## src/rtl/vpu_pkg.sv

```systemverilog
// Shared types for the vector post-processing unit.
// Assumes: two-bit operation field decoded exactly as listed in the enum.
package vpu_pkg;
    typedef enum logic [1:0] {
        OP_NORM = 2'd0,
        OP_RELU = 2'd1,
        OP_ADD  = 2'd2,
        OP_POOL = 2'd3
    } vpu_op_e;

    typedef enum logic [2:0] {
        ST_IDLE,
        ST_READ,
        ST_DRAIN,
        ST_WRITE,
        ST_DONE
    } vpu_state_e;
endpackage

```

## src/rtl/vpu_alu.sv

```systemverilog
// Elementwise fixed-point operator for the post-processing unit.
// Purely combinational. Assumes signed DW-bit operands; prev is the element
// before xa in the vector (zero at the vector start) and is used only by pool.
module vpu_alu
    import vpu_pkg::*;
#(
    parameter int DW = 16,
    parameter int SW = 4
) (
    input  vpu_op_e                op,
    input  logic signed [DW-1:0]   xa,
    input  logic signed [DW-1:0]   xb,
    input  logic signed [DW-1:0]   prev,
    input  logic signed [DW-1:0]   scale,
    input  logic signed [DW-1:0]   bias,
    input  logic        [SW-1:0]   shift,
    output logic signed [DW-1:0]   y
);
    localparam int PW = 2 * DW + 1;
    localparam logic signed [PW-1:0] MAXV = {{(DW + 2){1'b0}}, {(DW - 1){1'b1}}};
    localparam logic signed [PW-1:0] MINV = {{(DW + 2){1'b1}}, {(DW - 1){1'b0}}};

    // Clip a wide signed value to the signed DW-bit range.
    function automatic logic signed [DW-1:0] sat(input logic signed [PW-1:0] v);
        if (v > MAXV)      return MAXV[DW-1:0];
        else if (v < MINV) return MINV[DW-1:0];
        else               return v[DW-1:0];
    endfunction

    logic signed [2*DW-1:0] prod;
    logic signed [2*DW-1:0] shifted;
    logic signed [PW-1:0]   norm_w;
    logic signed [PW-1:0]   sum_w;

    // Operation select with widened intermediates for saturation.
    always_comb begin
        prod    = (2*DW)'(xa) * (2*DW)'(scale);
        shifted = prod >>> shift;
        norm_w  = PW'(shifted) + PW'(bias);
        sum_w   = PW'(xa) + PW'(xb);
        case (op)
            OP_NORM: y = sat(norm_w);
            OP_RELU: y = xa[DW-1] ? '0 : xa;
            OP_ADD:  y = sat(sum_w);
            default: y = (xa > prev) ? xa : prev;
        endcase
    end
endmodule

```

## src/rtl/vpu_stage_buf.sv

```systemverilog
// Staging store for intermediate results awaiting writeback.
// One synchronous write port, one combinational read port. Contents are not
// reset: every location read back is written earlier in the same command.
module vpu_stage_buf #(
    parameter int DW    = 16,
    parameter int DEPTH = 16,
    parameter int IW    = 4
) (
    input  logic          clk,
    input  logic          wr_en,
    input  logic [IW-1:0] wr_idx,
    input  logic [DW-1:0] wr_data,
    input  logic [IW-1:0] rd_idx,
    output logic [DW-1:0] rd_data
);
    logic [DW-1:0] mem [DEPTH];

    // Capture one result per cycle.
    always_ff @(posedge clk) begin
        if (wr_en) mem[wr_idx] <= wr_data;
    end

    // Present the entry selected by the write-phase counter.
    always_comb rd_data = mem[rd_idx];
endmodule

```

## src/rtl/vpu_seq.sv

```systemverilog
// Command sequencer and pipeline for the post-processing unit.
// Issues one read per cycle, aligns returning data with a one-stage valid,
// streams final results to the unified buffer, and parks intermediate results
// in the staging store until every read is done. Assumes memory read latency
// of exactly one cycle.
module vpu_seq
    import vpu_pkg::*;
#(
    parameter int AW      = 8,
    parameter int DW      = 16,
    parameter int SW      = 4,
    parameter int MAX_LEN = 16,
    parameter int LW      = $clog2(MAX_LEN + 1),
    parameter int IW      = (MAX_LEN > 1) ? $clog2(MAX_LEN) : 1
) (
    input  logic          clk,
    input  logic          rst_n,
    input  logic          cmd_valid,
    output logic          cmd_ready,
    input  vpu_op_e       cmd_op,
    input  logic          cmd_final,
    input  logic [AW-1:0] cmd_src,
    input  logic [AW-1:0] cmd_src2,
    input  logic [AW-1:0] cmd_dst,
    input  logic [LW-1:0] cmd_len,
    input  logic [DW-1:0] cmd_scale,
    input  logic [SW-1:0] cmd_shift,
    input  logic [DW-1:0] cmd_bias,
    output logic          rd_en,
    output logic [AW-1:0] rd_addr_a,
    output logic [AW-1:0] rd_addr_b,
    input  logic [DW-1:0] rd_data_a,
    output vpu_op_e       op_q,
    output logic [DW-1:0] scale_q,
    output logic [SW-1:0] shift_q,
    output logic [DW-1:0] bias_q,
    output logic [DW-1:0] prev_q,
    input  logic [DW-1:0] alu_y,
    output logic          stg_wr_en,
    output logic [IW-1:0] stg_wr_idx,
    output logic [IW-1:0] stg_rd_idx,
    input  logic [DW-1:0] stg_rd_data,
    output logic          acc_wr_en,
    output logic [AW-1:0] acc_wr_addr,
    output logic [DW-1:0] acc_wr_data,
    output logic          ub_wr_en,
    output logic [AW-1:0] ub_wr_addr,
    output logic [DW-1:0] ub_wr_data,
    output logic          done
);
    localparam logic [LW-1:0] LEN_CAP = LW'(MAX_LEN);

    vpu_state_e    state;
    logic          fin_q;
    logic [AW-1:0] src_q, src2_q, dst_q;
    logic [LW-1:0] len_q, rd_ctr, wr_ctr;
    logic          v1, v2;
    logic [IW-1:0] idx1, idx2;
    logic [DW-1:0] out_q;
    logic [LW-1:0] len_eff;
    logic          accept;

    // Acceptance and length clamping.
    always_comb begin
        accept  = cmd_valid && (state == ST_IDLE);
        len_eff = (cmd_len > LEN_CAP) ? LEN_CAP : cmd_len;
    end

    // Command state machine: latch, read burst, drain, write burst, done.
    always_ff @(posedge clk) begin
        if (!rst_n) begin
            state   <= ST_IDLE;
            op_q    <= OP_NORM;
            fin_q   <= 1'b0;
            src_q   <= '0;
            src2_q  <= '0;
            dst_q   <= '0;
            len_q   <= '0;
            scale_q <= '0;
            shift_q <= '0;
            bias_q  <= '0;
            rd_ctr  <= '0;
            wr_ctr  <= '0;
        end else begin
            case (state)
                ST_IDLE: if (accept) begin
                    op_q    <= cmd_op;
                    fin_q   <= cmd_final;
                    src_q   <= cmd_src;
                    src2_q  <= cmd_src2;
                    dst_q   <= cmd_dst;
                    len_q   <= len_eff;
                    scale_q <= cmd_scale;
                    shift_q <= cmd_shift;
                    bias_q  <= cmd_bias;
                    rd_ctr  <= '0;
                    state   <= (len_eff == '0) ? ST_DONE : ST_READ;
                end
                ST_READ: begin
                    rd_ctr <= rd_ctr + 1'b1;
                    if (rd_ctr == len_q - 1'b1) state <= ST_DRAIN;
                end
                ST_DRAIN: if (!v1) begin
                    wr_ctr <= '0;
                    state  <= fin_q ? ST_DONE : ST_WRITE;
                end
                ST_WRITE: begin
                    wr_ctr <= wr_ctr + 1'b1;
                    if (wr_ctr == len_q - 1'b1) state <= ST_DONE;
                end
                default: state <= ST_IDLE;
            endcase
        end
    end

    // Read-data alignment, pool history and final-result output register.
    always_ff @(posedge clk) begin
        if (!rst_n) begin
            v1     <= 1'b0;
            v2     <= 1'b0;
            idx1   <= '0;
            idx2   <= '0;
            out_q  <= '0;
            prev_q <= '0;
        end else begin
            v1   <= (state == ST_READ);
            idx1 <= rd_ctr[IW-1:0];
            v2   <= v1 && fin_q;
            idx2 <= idx1;
            out_q <= alu_y;
            if (accept)  prev_q <= '0;
            else if (v1) prev_q <= rd_data_a;
        end
    end

    // Port-side strobes and addresses.
    always_comb begin
        cmd_ready   = (state == ST_IDLE);
        rd_en       = (state == ST_READ);
        rd_addr_a   = src_q + AW'(rd_ctr);
        rd_addr_b   = src2_q + AW'(rd_ctr);
        stg_wr_en   = v1 && !fin_q;
        stg_wr_idx  = idx1;
        stg_rd_idx  = wr_ctr[IW-1:0];
        acc_wr_en   = (state == ST_WRITE);
        acc_wr_addr = dst_q + AW'(wr_ctr);
        acc_wr_data = stg_rd_data;
        ub_wr_en    = v2;
        ub_wr_addr  = dst_q + AW'(idx2);
        ub_wr_data  = out_q;
        done        = (state == ST_DONE);
    end
endmodule

```

## src/rtl/vec_post_unit.sv

```systemverilog
// Vector post-processing unit: reads accumulation-buffer vectors, applies a
// fixed-point elementwise or windowed operation and routes the result to the
// unified buffer (final) or back to the accumulation buffer (intermediate).
// Assumes both buffers are external with one-cycle synchronous reads.
module vec_post_unit
    import vpu_pkg::*;
#(
    parameter int AW      = 8,
    parameter int DW      = 16,
    parameter int SW      = 4,
    parameter int MAX_LEN = 16,
    parameter int LW      = $clog2(MAX_LEN + 1)
) (
    input  logic          clk,
    input  logic          rst_n,
    input  logic          cmd_valid,
    output logic          cmd_ready,
    input  logic [1:0]    cmd_op,
    input  logic          cmd_final,
    input  logic [AW-1:0] cmd_src,
    input  logic [AW-1:0] cmd_src2,
    input  logic [AW-1:0] cmd_dst,
    input  logic [LW-1:0] cmd_len,
    input  logic [DW-1:0] cmd_scale,
    input  logic [SW-1:0] cmd_shift,
    input  logic [DW-1:0] cmd_bias,
    output logic          acc_rd_en,
    output logic [AW-1:0] acc_rd_addr_a,
    input  logic [DW-1:0] acc_rd_data_a,
    output logic [AW-1:0] acc_rd_addr_b,
    input  logic [DW-1:0] acc_rd_data_b,
    output logic          acc_wr_en,
    output logic [AW-1:0] acc_wr_addr,
    output logic [DW-1:0] acc_wr_data,
    output logic          ub_wr_en,
    output logic [AW-1:0] ub_wr_addr,
    output logic [DW-1:0] ub_wr_data,
    output logic          done
);
    localparam int IW = (MAX_LEN > 1) ? $clog2(MAX_LEN) : 1;

    vpu_op_e       op_q;
    logic [DW-1:0] scale_q, bias_q, prev_q, alu_y;
    logic [SW-1:0] shift_q;
    logic          stg_wr_en;
    logic [IW-1:0] stg_wr_idx, stg_rd_idx;
    logic [DW-1:0] stg_rd_data;

    vpu_seq #(
        .AW(AW), .DW(DW), .SW(SW), .MAX_LEN(MAX_LEN), .LW(LW), .IW(IW)
    ) u_seq (
        .clk         (clk),
        .rst_n       (rst_n),
        .cmd_valid   (cmd_valid),
        .cmd_ready   (cmd_ready),
        .cmd_op      (vpu_op_e'(cmd_op)),
        .cmd_final   (cmd_final),
        .cmd_src     (cmd_src),
        .cmd_src2    (cmd_src2),
        .cmd_dst     (cmd_dst),
        .cmd_len     (cmd_len),
        .cmd_scale   (cmd_scale),
        .cmd_shift   (cmd_shift),
        .cmd_bias    (cmd_bias),
        .rd_en       (acc_rd_en),
        .rd_addr_a   (acc_rd_addr_a),
        .rd_addr_b   (acc_rd_addr_b),
        .rd_data_a   (acc_rd_data_a),
        .op_q        (op_q),
        .scale_q     (scale_q),
        .shift_q     (shift_q),
        .bias_q      (bias_q),
        .prev_q      (prev_q),
        .alu_y       (alu_y),
        .stg_wr_en   (stg_wr_en),
        .stg_wr_idx  (stg_wr_idx),
        .stg_rd_idx  (stg_rd_idx),
        .stg_rd_data (stg_rd_data),
        .acc_wr_en   (acc_wr_en),
        .acc_wr_addr (acc_wr_addr),
        .acc_wr_data (acc_wr_data),
        .ub_wr_en    (ub_wr_en),
        .ub_wr_addr  (ub_wr_addr),
        .ub_wr_data  (ub_wr_data),
        .done        (done)
    );

    vpu_alu #(.DW(DW), .SW(SW)) u_alu (
        .op    (op_q),
        .xa    (acc_rd_data_a),
        .xb    (acc_rd_data_b),
        .prev  (prev_q),
        .scale (scale_q),
        .bias  (bias_q),
        .shift (shift_q),
        .y     (alu_y)
    );

    vpu_stage_buf #(.DW(DW), .DEPTH(MAX_LEN), .IW(IW)) u_stage (
        .clk     (clk),
        .wr_en   (stg_wr_en),
        .wr_idx  (stg_wr_idx),
        .wr_data (alu_y),
        .rd_idx  (stg_rd_idx),
        .rd_data (stg_rd_data)
    );
endmodule

```

## config.mk

```make
export PLATFORM = sky130hd
export DESIGN_NAME = vec_post_unit
export DESIGN_NICKNAME = d
export VERILOG_FILES = /design/src/rtl/vpu_pkg.sv /design/src/rtl/vpu_alu.sv /design/src/rtl/vpu_stage_buf.sv /design/src/rtl/vpu_seq.sv /design/src/rtl/vec_post_unit.sv
export SDC_FILE = /design/constraint.sdc
export NUM_CORES = 1
export LEC_CHECK = 0
export CAP_MARGIN = 20
export CORE_AREA = 4 4 248 299
export CTS_CLUSTER_DIAMETER = 200
export DETAILED_ROUTE_END_ITERATION = 8
export DIE_AREA = 0 0 252 303
export DONT_BUFFER_PORTS = 1
export GPL_ROUTABILITY_DRIVEN = 0
export PLACE_DENSITY_LB_ADDON = 0.15
export SYNTH_ARGS = -nofsm -noshare
export SYNTH_HDL_FRONTEND = slang
export SYNTH_SLANG_ARGS = --single-unit
export TNS_END_PERCENT = 10
```

## constraint.sdc

```tcl
create_clock -name clk -period 14.1 [get_ports clk]
set_input_delay 2.82 -clock clk [delete_from_list [all_inputs] [get_ports clk]]
set_output_delay 2.82 -clock clk [all_outputs]
set_load 0.03 [all_outputs]
```

==> impl_metrics.env <==
export IMPL_fp_coreArea_um2=70960
export IMPL_syn_nets=3532
export IMPL_grt_pass1_vias=23270
export IMPL_cts_tree="done"
export IMPL_ys_seq_area_share_pct=32.84
export IMPL_grt_pass1_wl_um=137300
export IMPL_yosys_top_cells_area="edfxtp_1 (25%), fa_1 (17%), dfxtp_1 (8.2%)"
export IMPL_drv_cap=0
export IMPL_post_cts_buffers=0
export IMPL_post_cts_resized=0
export IMPL_skew_ps=38.91
export IMPL_slew_viol_final=0
export IMPL_relSlewSlack_pct=26.62
export IMPL_clock_tree_buffer_depth=3
export IMPL_dpl_cell_area_um2=32170
export IMPL_fp_row_count=107
export IMPL_grt_usage_pct=23.30
export IMPL_die_area_um2=76360
export IMPL_clk_latency_ps=580
export IMPL_status="complete, no violations"
export IMPL_synth_compound_area_share_pct=11.18
export IMPL_io_buffers=0
export IMPL_cts_sinks=383
export IMPL_antenna_found_initial=2
export IMPL_min_from="u_seq.src_q[2]"
export IMPL_remaining_drc_errors=0
export IMPL_tightest_slew_ps=1098
export IMPL_grt_util_met3_pct=3.138
export IMPL_crit_type="input port to register"
export IMPL_cts_buffers=40
export IMPL_synthSimpleGateAreaFrac_pct=13.13
export IMPL_ys_types=86
export IMPL_fin_crit_sh_pct=92.83
export IMPL_grtUsageMet1_pct=27.89
export IMPL_dieWidth_um=252
export IMPL_postSynthCellCount=2992
export IMPL_htree_levels=2
export IMPL_holdPathStages=2
export IMPL_r2r_cells=35
export IMPL_hold_path_class="register to register"
export IMPL_area_growth_pct=7.551
export IMPL_post_drt_wl_per_cell_um=22.87
export IMPL_async_reset_ff_share_pct=0
export IMPL_drive_above_1_share_pct=9.103
export IMPL_setup_worst_path_start_class="input port"
export IMPL_r2r_start="u_seq.scale_q[2]"
export IMPL_die_h_um=303
export IMPL_crit_top_cell="fa_1"
export IMPL_period_needed_ps=13090
export IMPL_synth_most_common_cell="nand2_1"
export IMPL_synth_top_area_share_pct=24.68
export IMPL_grt_overflow=0
export IMPL_synth_top_family_by_area="adder cells"
export IMPL_fin_nets=3474
export IMPL_rsz0062_at_grt="false"
export IMPL_hold_ws_ps=474.9
export IMPL_r2r_slack_ps=2170
export IMPL_setup_viol=0
export IMPL_hold_buffers=0
export IMPL_holdPathEnd="u_seq.src_q[2]"
export IMPL_yosys_area_top_type="edfxtp_1"
export IMPL_viasPerCell=5.732
export IMPL_r2r_end="u_stage.mem[14][3]"
export IMPL_use_met2_pct=43.49
export IMPL_start_util_pct=43.91
export IMPL_synth_edf_count=256
export IMPL_muxShareOfSynthArea_pct=9.627
export IMPL_cpPeakStageDelay_ps=650
export IMPL_grt_max_degree=68
export IMPL_final_area_um2=33510
export IMPL_busiest_layer="met2"
export IMPL_preCtsSetupSlack_ps=452.1
export IMPL_netlist_top_cells_count="nand2_1 (372), inv_1 (353), fa_1 (268), edfxtp_1 (256), a21oi_1 (170)"
export IMPL_fin_ws_ps=1011
export IMPL_drtPass1Iterations=5
export IMPL_cp_slowest_cell="fa_1"
export IMPL_syn_area_um2=31150
export IMPL_worst_path_max_fanout=21
export IMPL_hold_viol=0
export IMPL_setup_tns_ps=0
export IMPL_wirelength_um=89060
export IMPL_ioPinCount=172
export IMPL_root_buffer="clkbuf_16"
export IMPL_critical_path_required_ps=14500
export IMPL_synth_xor_area_share_pct=2.968
export IMPL_drt_iter0_markers=1506
export IMPL_synthAdderAreaFrac_pct=24.01
export IMPL_yosys_warnings=0
export IMPL_synthFlopType="edfxtp_1"
export IMPL_cp_data_arrival_time_ps=13480
export IMPL_fmax_mhz=76.40
export IMPL_clk_pin_slew_ps=60
export IMPL_antenna_left=0
export IMPL_place_hpwl_um=66870
export IMPL_vias=22320
export IMPL_cp_end_kind="register"
export IMPL_ys_ff_latch=383
export IMPL_syn_avg_cell_area_um2=10.41
[critical path: cells and delay by family]
family | cells | cell delay (ps)
buf+inv | 6 | 990
fa+ha+maj | 8 | 4080
compound gates | 12 | 3230
simple gates | 6 | 1520
mux | 2 | 620
xor+xnor | 1 | 180
[registers in the layout, summed over array words and instances (netlist names), 5 cells and up, named ones only]
name / flops
u_seq.bias_q: 16
u_seq.wr_ctr: 5
u_seq.dst_q: 8
u_seq.scale_q: 16
u_seq.ub_wr_data: 16
u_seq.len_q: 5
u_seq.src_q: 8
u_seq.prev_q: 16
u_seq.rd_ctr: 5
u_seq.src2_q: 8
u_stage.mem: 256
[area by class of cell]
type                    count  area, um2
fillers                  6595      37450
flip-flops and latches    383      10240
diodes                      2      5.005
clock buffers              51       1072
well taps                 926       1159
clock inverters            23      254.0
inverters                 358       1345
repair buffers             52      390.4
multi-input cells        2099      19040
[through the flow]
step                      util (%)  instances
after floorplan                  -       2992
after global placement       45.34       3818
after detailed placement     45.34       3818
after CTS                    47.21       3892
after global routing         47.22       3893
final                        47.22       3894
[routing by layer]
metal	part of all wire, %	wire length [um]	vias to the layer above
li1	-	-	10260
met1	39	34800	11330
met2	53	47000	597
met3	4.9	4404	136
met4	3.2	2853	0
met5	0	0	-
[placed cells by master, fill, tap and decap left out, types with 65 or more instances in the layout]
cell type / count
nand2_1: 371
inv_1: 352
fa_1: 268
edfxtp_1: 256
a21oi_1: 170
ha_1: 169
and2_1: 149
dfxtp_1: 124
nor2_1: 123
mux4_2: 96
xnor2_1: 75
mux2i_1: 69
o21ai_0: 65
[worst max path at each step]
stage                           start            endpoint  slack, ps  cells after the start
finish              acc_rd_data_a[15]  u_stage.mem[14][3]       1010                     35
global route        acc_rd_data_a[15]   u_stage.mem[6][2]        110                     35
CTS                 acc_rd_data_a[15]  u_stage.mem[14][3]       1010                     35
detailed placement  acc_rd_data_a[15]   u_stage.mem[1][5]        450                     35
global placement     acc_rd_data_a[0]  u_stage.mem[12][3]        570                     35
floorplan           acc_rd_data_a[15]  u_stage.mem[0][13]       1000                     36
[cells by family (layout without fill, tap and decap cells)]
family | Yosys count | count (layout)
and+or+nand+nor | 857 | 857
AOI/OAI and AO/OA | 523 | 523
buffers and inverters | 510 | 484
adders and majority gates | 437 | 437
DFF | 383 | 383
muxes | 178 | 178
xor gates and xnor gates | 104 | 104
other | 0 | 2
Power is not shown: default switching activity piles up to over one toggle a cycle in this logic, so the estimate is an artifact.
